[src/rtl/edge_stamp_pkg.sv]
package edge_stamp_pkg;

  // Polarity of the transition a capture channel listens to.
  typedef enum logic {
    EDGE_RISE = 1'b0,
    EDGE_FALL = 1'b1
  } edge_kind_e;

  // Cycles between an input change and the counter value that gets latched:
  // one per synchronizer stage.
  function automatic int stamp_lag(input int stages);
    return stages;
  endfunction

endpackage

[src/rtl/edge_stamp_sync.sv]
module edge_stamp_sync #(
  parameter int STAGES = 2
) (
  input  logic clk,
  input  logic rst,
  input  logic async_in,
  output logic sync_out
);

  logic [STAGES-1:0] chain_q;

  always_ff @(posedge clk) begin
    if (rst) begin
      chain_q <= '0;
    end else begin
      chain_q <= {chain_q[STAGES-2:0], async_in};
    end
  end

  assign sync_out = chain_q[STAGES-1];

endmodule

[src/rtl/edge_stamp_edges.sv]
module edge_stamp_edges (
  input  logic clk,
  input  logic rst,
  input  logic level,
  output logic rise,
  output logic fall
);

  logic prev_q;

  always_ff @(posedge clk) begin
    if (rst) begin
      prev_q <= 1'b0;
    end else begin
      prev_q <= level;
    end
  end

  assign rise = level & ~prev_q;
  assign fall = ~level & prev_q;

endmodule

[src/rtl/edge_stamp_counter.sv]
module edge_stamp_counter #(
  parameter int W = 10
) (
  input  logic         clk,
  input  logic         rst,
  output logic [W-1:0] count
);

  logic [W-1:0] count_q;

  always_ff @(posedge clk) begin
    if (rst) begin
      count_q <= '0;
    end else begin
      count_q <= count_q + 1'b1;
    end
  end

  assign count = count_q;

endmodule

[src/rtl/edge_stamp_capture.sv]
module edge_stamp_capture #(
  parameter int           W        = 10,
  parameter logic [W-1:0] SUBTRACT = '0
) (
  input  logic         clk,
  input  logic         rst,
  input  logic         hit,
  input  logic [W-1:0] count,
  output logic [W-1:0] stamp,
  output logic         valid
);

  logic [W-1:0] stamp_q;
  logic         valid_q;

  always_ff @(posedge clk) begin
    if (rst) begin
      stamp_q <= '0;
      valid_q <= 1'b0;
    end else begin
      valid_q <= hit;
      if (hit) begin
        stamp_q <= count - SUBTRACT;
      end
    end
  end

  assign stamp = stamp_q;
  assign valid = valid_q;

endmodule

[src/rtl/edge_stamp_top.sv]
module edge_stamp_top #(
  parameter int CNT_W       = 10,
  parameter int SYNC_STAGES = 2,
  parameter bit FIX_LATENCY = 1'b0
) (
  input  logic             clk,
  input  logic             rst,
  input  logic             pulse_in,
  output logic [CNT_W-1:0] start_stamp,
  output logic             start_valid,
  output logic [CNT_W-1:0] stop_stamp,
  output logic             stop_valid
);
  import edge_stamp_pkg::*;

  localparam int               LAG  = stamp_lag(SYNC_STAGES);
  localparam logic [CNT_W-1:0] CORR = FIX_LATENCY ? CNT_W'(LAG) : '0;
  localparam int               NCH  = 2;

  logic             level_sync;
  logic             rise_hit;
  logic             fall_hit;
  logic [CNT_W-1:0] count_q;
  logic [CNT_W-1:0] ch_stamp [NCH];
  logic             ch_valid [NCH];

  edge_stamp_sync #(.STAGES(SYNC_STAGES)) u_sync (
    .clk      (clk),
    .rst      (rst),
    .async_in (pulse_in),
    .sync_out (level_sync)
  );

  edge_stamp_edges u_edges (
    .clk   (clk),
    .rst   (rst),
    .level (level_sync),
    .rise  (rise_hit),
    .fall  (fall_hit)
  );

  edge_stamp_counter #(.W(CNT_W)) u_counter (
    .clk   (clk),
    .rst   (rst),
    .count (count_q)
  );

  // One capture channel per polarity.
  for (genvar k = 0; k < NCH; k++) begin : g_chan
    localparam edge_kind_e KIND = edge_kind_e'(k);
    logic hit_sel;
    assign hit_sel = (KIND == EDGE_RISE) ? rise_hit : fall_hit;

    edge_stamp_capture #(.W(CNT_W), .SUBTRACT(CORR)) u_cap (
      .clk   (clk),
      .rst   (rst),
      .hit   (hit_sel),
      .count (count_q),
      .stamp (ch_stamp[k]),
      .valid (ch_valid[k])
    );
  end

  assign start_stamp = ch_stamp[EDGE_RISE];
  assign start_valid = ch_valid[EDGE_RISE];
  assign stop_stamp  = ch_stamp[EDGE_FALL];
  assign stop_valid  = ch_valid[EDGE_FALL];

endmodule

[config.mk]
export PLATFORM = sky130hd
export DESIGN_NAME = edge_stamp_top
export DESIGN_NICKNAME = d
export VERILOG_FILES = /design/src/rtl/edge_stamp_pkg.sv /design/src/rtl/edge_stamp_sync.sv /design/src/rtl/edge_stamp_edges.sv /design/src/rtl/edge_stamp_counter.sv /design/src/rtl/edge_stamp_capture.sv /design/src/rtl/edge_stamp_top.sv
export SDC_FILE = /design/constraint.sdc
export NUM_CORES = 1
export LEC_CHECK = 0
export ABC_AREA = 1
export BUFFER_PORTS_ARGS = -buffer_cell sky130_fd_sc_hd__buf_2
export CAP_MARGIN = 20
export CORE_UTILIZATION = 30
export CTS_BUF_LIST = sky130_fd_sc_hd__clkbuf_4
export DETAILED_ROUTE_END_ITERATION = 10
export GPL_ROUTABILITY_DRIVEN = 0
export GPL_TIMING_DRIVEN = 0
export SYNTH_ARGS = -nofsm -noshare
export SYNTH_HDL_FRONTEND = slang
export SYNTH_HIERARCHICAL = 1
export SYNTH_SLANG_ARGS = --single-unit
[constraint.sdc]
create_clock -name clk -period 1.7 [get_ports clk]
set_clock_uncertainty 0.1 [all_clocks]
set_input_delay 0.34 -clock clk [delete_from_list [all_inputs] [get_ports clk]]
set_output_delay 0.34 -clock clk [all_outputs]
set_load 0.005 [all_outputs]
* Word-level counts from Yosys, hierarchy flattened
Index checks and enable logic that the tools add are counted.
** Cells by class
- Bitwise logic cells :: 4
- Add/subtract/negate cells :: 1
** Operator list (number)
- adder 10 x 1 -> 10 bit, second input constant :: 1
- AND 1 bit :: 2
- inverter 1 bit :: 2
** Storage, ports and cells
- Flip-flop bits (word level) :: 35
- Word-level logic and storage cells :: 12
- Input bits :: 3

* Depth between registers and ports, before layout
Gate-level depths: netlist (run 1).
- Depth in word-level cells :: 2
- Depth in mapped cells :: 6
- Gate-level depth less buffers :: 6

* Cells and area by module
Netlist (run 1), hierarchy kept.
** Modules (own cells, without submodules)
- edge_stamp_capture :: cells each 66, times used 2, sequential area each 220.2 um^2, area each 456.7 um^2
- edge_stamp_counter :: cells each 56, times used 1, sequential area each 200.2 um^2, area each 417.9 um^2
- edge_stamp_sync :: cells each 6, times used 1, sequential area each 40.0 um^2, area each 55.1 um^2
- edge_stamp_edges :: cells each 6, times used 1, sequential area each 20.0 um^2, area each 38.8 um^2

* Worst setup path after synthesis (run 1)
No wires, ideal clock.
- Path type :: register -> register
- Start point :: register u_counter.count_q[0] (netlist: u_counter/count[0])
- End point :: register u_counter.count_q[6] (netlist: u_counter/count[6])
- Stages on the path, launching flop included :: 7
- Period minus slack after synthesis :: 1.186 ns
- Path slack :: 0.514 ns
- Path buffers :: 0
- Arrival :: 0.973 ns
- Cell sequence :: dfxtp_1 > ha_1 > nand3_2 > nor2_1 > nand2_1 > nand2_1 > nor2_1
** Between the ends
- Cells in the longest elaborated chain, start to end :: 1
** RTL lines
- from (decl) :: RTL line edge_stamp_counter.sv:9 : logic [W-1:0] count_q;
- from (signal assigned) :: RTL line edge_stamp_counter.sv:15 : count_q <= count_q + 1'b1;
- adder 10 x 1 -> 10 bit :: RTL line edge_stamp_counter.sv:15
No other way between the ends.
A chain may end at the register's enable or synchronous reset.

* Worst setup path after layout (run 1)
Ends and elaborated chain as after synthesis.

==> metrics.cfg, run 1 <==
[status]
status = finished clean

[timing]
finalSetupTns_ns = 0
worst_slack_ns = 0.387
relSlewSlack_pct = 81.5
post-route-min-period_ns = 1.31
timing.fmax_ghz = 0.762
hold_viol_final = 0
worst_pin_slew_ns = 0.276
holdWs_ns = 0.107
maxSlewViolCount = 0
rsz0062_at_grt = false
setup-violations-final = 0
finalCritPeriodShare_pct = 77.2

[clocking]
cts_root_buf = clkbuf_4
path_clk_slew_ns = 0.10
cts-resized-gates = 0
cts_tree = built
post_cts_buffers = 0
ctsHoldBuffers = 0
clkLatencyLatePin_ns = 0.33
cts_made_buffers = 5
h-tree-depth = 2
clock-sinks = 35
cts.path.max_buffers = 2

[yosys]
synth_compound_area_share_pct = 2.46
synthXorXnorAreaFrac_pct = 0.615
ys.flop_type = dfxtp_1
syn-cell-area_um2 = 1430
synth_top_family_by_area = simple AND/OR/NAND/NOR gates
synthMuxAreaShare_pct = 0
syn_avg_cell_area_um2 = 7.13
synth_top_area_cell = dfxtp_1
postSynth.asyncResetShare_pct = 0
yosys-top-cells-count = 53 x nand2_1, 48 x nor2_1, 35 x dfxtp_1
synthTopCellsByArea = dfxtp_1 49%, nand2_1 14%, nor2_1 13%
ys.warnings.count = 6
synthCells = 200
syn_nets = 204
synth_enable_flop_cells = 0
yosysSeqAreaShare_pct = 49.2
ys_ff_latch = 35
ys_types = 14
synth-adder-area-share_pct = 0.878
synth_most_common_cell = nand2_1
synth.top_cell.area_share_pct = 49.2
yosys.area_share.simple_pct = 34.8

[global_routing]
grt_overflow = 0
track_usage_pct = 11.1
grt_max_degree = 12
grt_pass1_wl_um = 4280
antenna_found_initial = 0
grt_pass1_vias = 1054

[cells_and_area]
drive_above_1_share_pct = 21.3
area_growth_pct = 16.2
nets = 235
final_cells = 282
utilization_pct = 37.0
diodes = 0

[worst_hold_path]
min_to = u_sync/chain_q[0]$_SDFF_PP0_
hp-class = in2reg
hp-start = pulse_in
holdPathStages = 3

[drt]
first_pass_iters = 6
vias = 1204
drt_wl_total_um = 2500
wl_per_cell_um = 8.88
ant_nets = 0
drc = 0
drt_iter0_drc = 51
via_per_inst = 4.27

[pwr]
p_leak_nw = 0.739
p_per_area_nw_per_um2 = 858
vdd_drop_max_uv = 245

[placement]
portBuffers = 24
dp_slack_ns = 0.390
post-dp-hpwl_um = 1820
dp_cells = 276

[critical_path]
reg2reg_to = u_counter/count[6]$_SDFF_PP0_
critPathKind = reg2reg
r2r_cells = 6
crit_fanout = 5
required_ns = 1.84
endpoint_kind = flip-flop
start_kind = flip-flop
r2r_slack_ns = 0.39
rr_startpoint = u_counter/count[0]$_SDFF_PP0_
cp.arrival_ns = 1.45

[floorplan]
rows = 24
die_x_um = 70.9
dieArea_um2 = 5030
start_util_pct = 31.9
core_area_um2 = 4470
ioPinCount = 25
die_h_um = 70.9

[run]
max_cap_viol_count = 0

## flip-flops by register name, summed over array words and instances (netlist names)
name and cells:
g_chan.u_cap/stamp 20, g_chan.u_cap/valid 2, u_counter/count 10, u_edges/prev_q 1, u_sync/chain_q 2
## cell type report
class,count,area (µm²)
Sequential cell,35,701
Timing Repair Buffer,24,120
Fill cell,525,2820
Clock buffer,6,45.0
Multi-Input combinational cell,127,552
Tap cell,52,65.1
Buffer,4,45.0
Inverter,34,128
## layout by cell type (no fill, tap or decap)
master,n
clkbuf_4,6
nand2_1,53
ha_1,1
nor2_4,1
xnor2_1,1
dfxtp_1,35
nand3_1,2
o21ai_0,2
nand3_2,2
a21oi_1,5
buf_6,4
nor2_1,48
buf_2,24
inv_1,32
clkinv_1,2
nor2_2,12
## how the worst max path moves through the flow
stage / from / to
final: u_counter/count[0]$_SDFF_PP0_ / u_counter/count[6]$_SDFF_PP0_
after global routing: u_counter/count[0]$_SDFF_PP0_ / u_counter/count[6]$_SDFF_PP0_
after CTS: u_counter/count[0]$_SDFF_PP0_ / u_counter/count[6]$_SDFF_PP0_
after detailed placement: u_counter/count[0]$_SDFF_PP0_ / u_counter/count[6]$_SDFF_PP0_
after global placement: u_counter/count[0]$_SDFF_PP0_ / u_counter/count[6]$_SDFF_PP0_
after floorplan: u_counter/count[0]$_SDFF_PP0_ / u_counter/count[6]$_SDFF_PP0_
## cell families after synthesis
family	Yosys count
AO/OA/AOI/OAI	7
flip-flops	35
XOR/XNOR	1
AND/OR/NAND/NOR	118
adder cells (fa/ha/maj)	1
buffers and inverters	38
## critical path, stage by stage (launching register included)
cell     delay (ns)
dfxtp_1        0.43
ha_1           0.23
nand3_2        0.12
nor2_1         0.18
nand2_1        0.07
nand2_1        0.06
nor2_1         0.04
## stage by stage
stage / cell area [µm²] / total power [mW]
4_1_cts: 1660 / 1.45
2_1_floorplan: 1430 / 0.973
3_3_place_gp: 1610 / 1.01
5_1_grt: 1660 / 1.51
6_report: 1660 / 1.42
3_5_place_dp: 1610 / 1.02
## report_power, final
group | switching, mW | internal, mW | total [mW]
combinational | 0.0712 | 0.0544 | 0.126
sequential | 0.0189 | 0.849 | 0.868
clock | 0.263 | 0.163 | 0.426
total | 0.353 | 1.07 | 1.42
## layer usage
metal | GRT usage, % | vias to the layer above | part of all wire (%)
li1 | - | 639 | -
met1 | 12.3 | 544 | 47
met2 | 18.2 | 16 | 46
met3 | 5.56 | 5 | 5.0
met4 | 4.67 | 0 | 2.2
met5 | 0 | - | 0
Note: power is estimated with default switching activity, not from simulation.
==> run 2, diff against run 1 <==
==> constraint.sdc (replaced) <==
create_clock -name clk -period 1.3 [get_ports clk]
set_clock_uncertainty 0.1 [all_clocks]
set_input_delay 0.26 -clock clk [delete_from_list [all_inputs] [get_ports clk]]
set_output_delay 0.26 -clock clk [all_outputs]
set_load 0.005 [all_outputs]
==> run 2 against run 1 <==
Effect of this change: register-to-register slack got worse by 0.28 ns; combinational power increased by 30%; clock power increased by 31%; highest routed layer unchanged.
==> metrics.cfg, run 2 (synthesis results as in run 1) <==
[cells_and_area]
nets = 235  ; unchanged
area_growth_pct = 16.7  ; was 16.2%
diodes = 0  ; unchanged
largest_register_ff_count = 20  ; unchanged
final_cells = 282  ; unchanged
drive_above_1_share_pct = 23.0  ; was 21.3%
fill_cells = 524  ; was 525
layout_common_cells = 53 x nand2_1, 47 x nor2_1, 33 x dfxtp_1  ; was 53 x nand2_1, 48 x nor2_1, 35 x dfxtp_1
layout_commonest_cell = nand2_1  ; unchanged

[clocking]
cts_root_buf = clkbuf_4  ; unchanged
post_cts_buffers = 0  ; unchanged
clock-sinks = 35  ; unchanged
h-tree-depth = 2  ; unchanged
cts_made_buffers = 5  ; unchanged
clkLatencyLatePin_ns = 0.33  ; about the same
cts.path.max_buffers = 2  ; unchanged
path_clk_slew_ns = 0.10  ; about the same
cts_tree = built  ; unchanged

[pwr]
p_leak_nw = 0.737  ; was 0.739 nW
vdd_drop_max_uv = 320  ; was 245 µV
p_per_area_nw_per_um2 = 1120  ; was 858 nW/µm²

[floorplan]
core_area_um2 = 4470  ; unchanged
die_x_um = 70.9  ; unchanged
dieArea_um2 = 5030  ; unchanged
ioPinCount = 25  ; unchanged
start_util_pct = 31.9  ; unchanged
rows = 24  ; unchanged
die_h_um = 70.9  ; unchanged

[timing]
rsz0062_at_grt = false  ; unchanged
finalCritPeriodShare_pct = 91.9  ; was 77.2%
relSlewSlack_pct = 81.5  ; unchanged
timing.fmax_ghz = 0.837  ; was 0.762 GHz
maxSlewViolCount = 0  ; unchanged
worst_pin_slew_ns = 0.276  ; unchanged
post-route-min-period_ns = 1.19  ; was 1.31 ns
holdWs_ns = 0.0269  ; was 0.107 ns
hold_viol_final = 0  ; unchanged
setup-violations-final = 0  ; unchanged
worst_slack_ns = 0.106  ; was 0.387 ns

[drt]
vias = 1203  ; was 1204
drc = 0  ; unchanged
ant_nets = 0  ; unchanged
wl_per_cell_um = 8.88  ; about the same
first_pass_iters = 6  ; unchanged
drt_iter0_drc = 48  ; was 51
drt_wl_total_um = 2510  ; was 2500 µm
via_per_inst = 4.27  ; about the same

[critical_path]
crit_slowest_cell = dfxtp_2  ; was dfxtp_1
critPathKind = reg2reg  ; unchanged
start_kind = flip-flop  ; unchanged
crit_fanout = 5  ; unchanged
path_cells = ha_2, nand3_2, nor2_2, nand2_1, nand2_1, nor2_1  ; was ha_1, nand3_2, nor2_1, nand2_1, nand2_1, nor2_1
crit_family = simple AND/OR/NAND/NOR gates  ; unchanged
worst_path_largest_cell_delay_ns = 0.39  ; was 0.43 ns
cp.arrival_ns = 1.33  ; was 1.45 ns
required_ns = 1.44  ; was 1.84 ns
cp_common_cell = nand2_1
path_buf_inv = 0  ; unchanged
endpoint_kind = flip-flop  ; unchanged

[run]
max_cap_viol_count = 0  ; unchanged

[placement]
dp_cells = 276  ; unchanged
portBuffers = 24  ; unchanged
dp_slack_ns = -0.0104  ; was 0.390 ns
post-dp-hpwl_um = 1820  ; unchanged

[global_routing]
grt_overflow = 0  ; unchanged
grt_max_degree = 12  ; unchanged
grt_pass1_wl_um = 4280  ; unchanged
track_usage_pct = 11.1  ; unchanged
antenna_found_initial = 0  ; unchanged
grt_pass1_vias = 1054  ; unchanged

[status]
status = finished clean  ; unchanged

[worst_hold_path]
hp-class = in2reg  ; unchanged

-- run 2: cell types whose count changed in the layout (fill, tap and decap cells not counted) --
cell     previous run  this run
dfxtp_2             0         2
nor2_2             12        13
dfxtp_1            35        33
ha_2                0         1
nor2_1             48        47
ha_1                1         0
-- run 2: through the flow --
stage                     total power, mW  TNS (ns)  util, %  area, µm²
final                                1.86         0     37.2       1660
after global routing                 1.98         0     37.2       1660
after CTS                            1.89         0     37.1       1660
after detailed placement             1.33   -0.0104     36.0       1610
after global placement               1.32  -0.00886     36.0       1610
after floorplan                      1.27         0        -       1430
-- run 2: final timing paths --
| check | start | slack, ns | end | cells past startpoint |
|---|---|---|---|---|
| worst min-delay path | pulse_in | 0.03 | u_sync/chain_q[0]$_SDFF_PP0_ | 3 |
| worst max register to register | u_counter/count[0]$_SDFF_PP0_ | 0.11 | u_counter/count[6]$_SDFF_PP0_ | 6 |
| worst min register to register | u_sync/chain_q[0]$_SDFF_PP0_ | 0.32 | u_sync/chain_q[1]$_SDFF_PP0_ | 2 |
| worst max-delay path | u_counter/count[0]$_SDFF_PP0_ | 0.11 | u_counter/count[6]$_SDFF_PP0_ | 6 |
-- run 2: power breakdown --
group	switching [mW]	internal (mW)	total, mW
logic	0.0928	0.0715	0.164
registers	0.0248	1.11	1.14
clock network	0.344	0.213	0.557
total	0.461	1.40	1.86
-- run 2: worst reg2reg max path, stage by stage, from the launching register on --
cell and delay, ns:
dfxtp_2 0.39, ha_2 0.21, nand3_2 0.11, nor2_2 0.14
nand2_1 0.06, nand2_1 0.06, nor2_1 0.04
-- run 2: layout make-up --
class	count	area (µm²)	area share (%)
inverter	34	128	7.67
sequential	35	703	42.3
tap	52	65.1	3.91
multi-input combinational	127	557	33.5
buffer	4	45.0	2.71
timing repair buffer	24	120	7.22
clock buffer	6	45.0	2.71
-- run 2: what timing repair did --
action,in CTS,in global routing
setup endpoints to repair,2,2
gates resized for setup,2,2
hold endpoints to repair,0,0
gates cloned,0,0
hold buffers,0,0
-- run 2: metal layers --
layer	track usage, %	vias up	wire, µm
li1	-	639	-
met1	12.3	543	1180
met2	18.2	16	1140
met3	5.56	5	124
met4	4.67	0	54
met5	0	-	0
==> run 3, diff against run 2 <==
--- a/config.mk
+++ b/config.mk
@@ -5,7 +5,6 @@
 export SDC_FILE = /design/constraint.sdc
 export NUM_CORES = 1
 export LEC_CHECK = 0
-export ABC_AREA = 1
 export BUFFER_PORTS_ARGS = -buffer_cell sky130_fd_sc_hd__buf_2
 export CAP_MARGIN = 20
 export CORE_UTILIZATION = 30
==> run 3 against run 2 <==
Effect of this change: non-clock buffer count up 8; critical path depth down 2; clock-buffer cell count fell by 1; core utilization increased by 3.3 points; first-iteration DRC count decreased by 8.3%; the flow now finishes with violations (setup timing); cell count down 26%; area after synthesis decreased by 11%; sequential cell count unchanged; largest cell class unchanged; critical endpoint unchanged; clock power decreased by 0.7%.
==> metrics.cfg, run 3 <==
[status]
status = finished with violations  ; was finished clean
violations = setup timing

[clocking]
cts_tree = built  ; unchanged
cts_made_buffers = 5  ; unchanged
cts.path.max_buffers = 2  ; unchanged
clock-sinks = 35  ; unchanged
h-tree-depth = 2  ; unchanged
path_clk_slew_ns = 0.11  ; was 0.10 ns
clkLatencyLatePin_ns = 0.34  ; was 0.33 ns
cts_root_buf = clkbuf_4  ; unchanged

[cells_and_area]
fin_area_um2 = 1630  ; was 1660 µm²
multiInputGateArea_um2 = 571  ; was 557 µm²
drive_above_1_share_pct = 37.5  ; was 23.0%
nets = 163  ; was 235
layout_common_cells = 26 x buf_2, 26 x nor2_1, 26 x dfxtp_1  ; was 53 x nand2_1, 47 x nor2_1, 33 x dfxtp_1
diodes = 0  ; unchanged
fill_cells = 438  ; was 524
utilization_pct = 40.5  ; was 37.2%
area_growth_pct = 29.1  ; was 16.7%
register_area_um2 = 729  ; was 703 µm²
final_cells = 210  ; was 282
largest_register_ff_count = 20  ; unchanged

[yosys]
synth.top_cell.area_share_pct = 55.4  ; was 49.2%
ys.flop_type = dfxtp_1  ; unchanged
syn_avg_cell_area_um2 = 10.4  ; was 7.13 µm²
synth_most_common_cell = dfxtp_1  ; was nand2_1
ys_types = 22  ; was 14
ys_ff_latch = 35  ; unchanged
ys.warnings.count = 6  ; unchanged
yosysSeqAreaShare_pct = 55.4  ; was 49.2%
synthTopCellsByArea = dfxtp_1 55%, mux2i_1 16%, nor2_1 7.7%  ; was dfxtp_1 49%, nand2_1 14%, nor2_1 13%
synth_top_area_cell = dfxtp_1  ; unchanged
yosys-top-cells-count = 35 x dfxtp_1, 26 x nor2_1, 20 x mux2i_1  ; was 53 x nand2_1, 48 x nor2_1, 35 x dfxtp_1
syn_nets = 125  ; was 204
postSynth.asyncResetShare_pct = 0  ; unchanged
synthCells = 121  ; was 200
syn-cell-area_um2 = 1260  ; was 1430 µm²
synth_enable_flop_cells = 0  ; unchanged

[floorplan]
rows = 23  ; was 24
dieArea_um2 = 4480  ; was 5030 µm²
ioPinCount = 25  ; unchanged
die_h_um = 66.9  ; was 70.9 µm
die_x_um = 66.9  ; was 70.9 µm
core_area_um2 = 4030  ; was 4470 µm²
start_util_pct = 31.4  ; was 31.9%

[pwr]
p_total_mw = 1.75  ; was 1.86 mW
vdd_drop_max_uv = 379  ; was 320 µV
p_leak_nw = 0.647  ; was 0.737 nW
p_per_area_nw_per_um2 = 1070  ; was 1120 nW/µm²

[placement]
portBuffers = 24  ; unchanged
dp_slack_ns = -0.115  ; was -0.0104 ns
post-dp-hpwl_um = 1650  ; was 1820 µm
dp_cells = 195  ; was 276
place_area_um2 = 1450  ; was 1610 µm²

[timing]
timing.fmax_ghz = 0.744  ; was 0.837 GHz
setup-violations-final = 1  ; was 0
finalSetupTns_ns = -0.0441  ; was 0 ns
hold_viol_final = 0  ; unchanged
rsz0062_at_grt = true  ; was false
maxSlewViolCount = 0  ; unchanged
worst_pin_slew_ns = 0.504  ; was 0.276 ns
worst_slack_ns = -0.0441  ; was 0.106 ns
relSlewSlack_pct = 66.4  ; was 81.5%
holdWs_ns = 0.0400  ; was 0.0269 ns
finalCritPeriodShare_pct = 103  ; was 91.9%
post-route-min-period_ns = 1.34  ; was 1.19 ns

[global_routing]
grt_pass1_wl_um = 3830  ; was 4280 µm
grt_pass1_vias = 862  ; was 1054
grt_overflow = 0  ; unchanged
grt_max_degree = 12  ; unchanged
track_usage_pct = 12.1  ; was 11.1%
antenna_found_initial = 0  ; unchanged

[drt]
ant_nets = 0  ; unchanged
drt_wl_total_um = 2490  ; was 2510 µm
via_per_inst = 4.51  ; was 4.27
vias = 948  ; was 1203
wl_per_cell_um = 11.9  ; was 8.88 µm
drc = 0  ; unchanged
drt_iter0_drc = 44  ; was 48
first_pass_iters = 4  ; was 6

[critical_path]
endpoint_kind = flip-flop  ; unchanged
rr_startpoint = u_counter/count[0]$_SDFF_PP0_  ; unchanged
required_ns = 1.42  ; was 1.44 ns
start_kind = flip-flop  ; unchanged
crit_fanout = 4  ; was 5
critPathKind = reg2reg  ; unchanged
path_cells = ha_4, nand4_1, nor2_1, mux2_4  ; was ha_2, nand3_2, nor2_2, nand2_1, nand2_1, nor2_1
reg2reg_to = u_counter/count[6]$_SDFF_PP0_  ; unchanged
r2r_slack_ns = -0.04  ; was 0.11 ns
worst_path_largest_cell_delay_ns = 0.39  ; about the same
path_buf_inv = 0  ; unchanged
r2r_cells = 4  ; was 6
cp.arrival_ns = 1.47  ; was 1.33 ns
crit_family = flip-flops  ; was simple AND/OR/NAND/NOR gates
crit_slowest_cell = dfxtp_4  ; was dfxtp_2

[worst_hold_path]
min_to = u_sync/chain_q[0]$_SDFF_PP0_  ; unchanged
hp-start = pulse_in  ; unchanged
holdPathStages = 2  ; was 3
hp-class = in2reg  ; unchanged

[run]
max_cap_viol_count = 0  ; unchanged

-- run 3: cell types whose count changed after synthesis, sizes merged, moves of 9 or more --
cell	change
nor2	-35
mux2i	+20
nand2	-51
nor2b	+9
inv	-31
-- run 3: cell type report --
class	count	area share, %
Multi-Input combinational cell	80	35.0
Buffer	5	2.45
Timing Repair Buffer	31	10.6
Sequential cell	35	44.7
Clock inverter	3	0.920
Inverter	1	0.230
Tap cell	50	3.83
Clock buffer	5	2.30
-- run 3: worst max-delay path by stage --
stage,start,endpoint,slack [ns],cells after the start
floorplan,u_counter/count[0]$_SDFF_PP0_,u_counter/count[6]$_SDFF_PP0_,-0.001,4
global placement,u_counter/count[4]$_SDFF_PP0_,u_counter/count[9]$_SDFF_PP0_,-0.08,3
detailed placement,u_counter/count[4]$_SDFF_PP0_,u_counter/count[9]$_SDFF_PP0_,-0.11,3
CTS,u_counter/count[0]$_SDFF_PP0_,u_counter/count[6]$_SDFF_PP0_,-0.03,4
global route,u_counter/count[1]$_SDFF_PP0_,u_counter/count[6]$_SDFF_PP0_,-0.07,4
finish,u_counter/count[0]$_SDFF_PP0_,u_counter/count[6]$_SDFF_PP0_,-0.04,4
-- run 3: layer usage --
metal  track usage [%]  vias up  share of wire (%)
li1                  -      484                  -
met1              14.0      442                 46
met2              18.3       20                 49
met3              4.62        2                4.7
met4              7.98        0               0.80
met5                 0        -                  0
-- run 3: power breakdown --
part           internal (mW)  switching [mW]
combinational         0.0478          0.0499
sequential              1.08          0.0166
clock                  0.198           0.354
total                   1.33           0.421
-- run 3: timing repair --
action                                  4_1_cts  5_1_grt
pin swaps                                     3        4
setup buffers                                 6        1
gates resized for setup                      11       12
endpoints found under the setup margin        5       23
hold buffers                                  0        0
hold endpoints to repair                      0        0
-- run 3: kinds of logic after synthesis --
| kind of cell | after synthesis | share of synthesized area [%] |
|---|---|---|
| compound gates | 8 | 3.56 |
| xor+xnor | 3 | 2.08 |
| fa+ha+maj | 1 | 0.990 |
| buf+inv | 6 | 3.17 |
| flops | 35 | 55.4 |
| mux | 21 | 16.7 |
| simple gates | 47 | 18.0 |
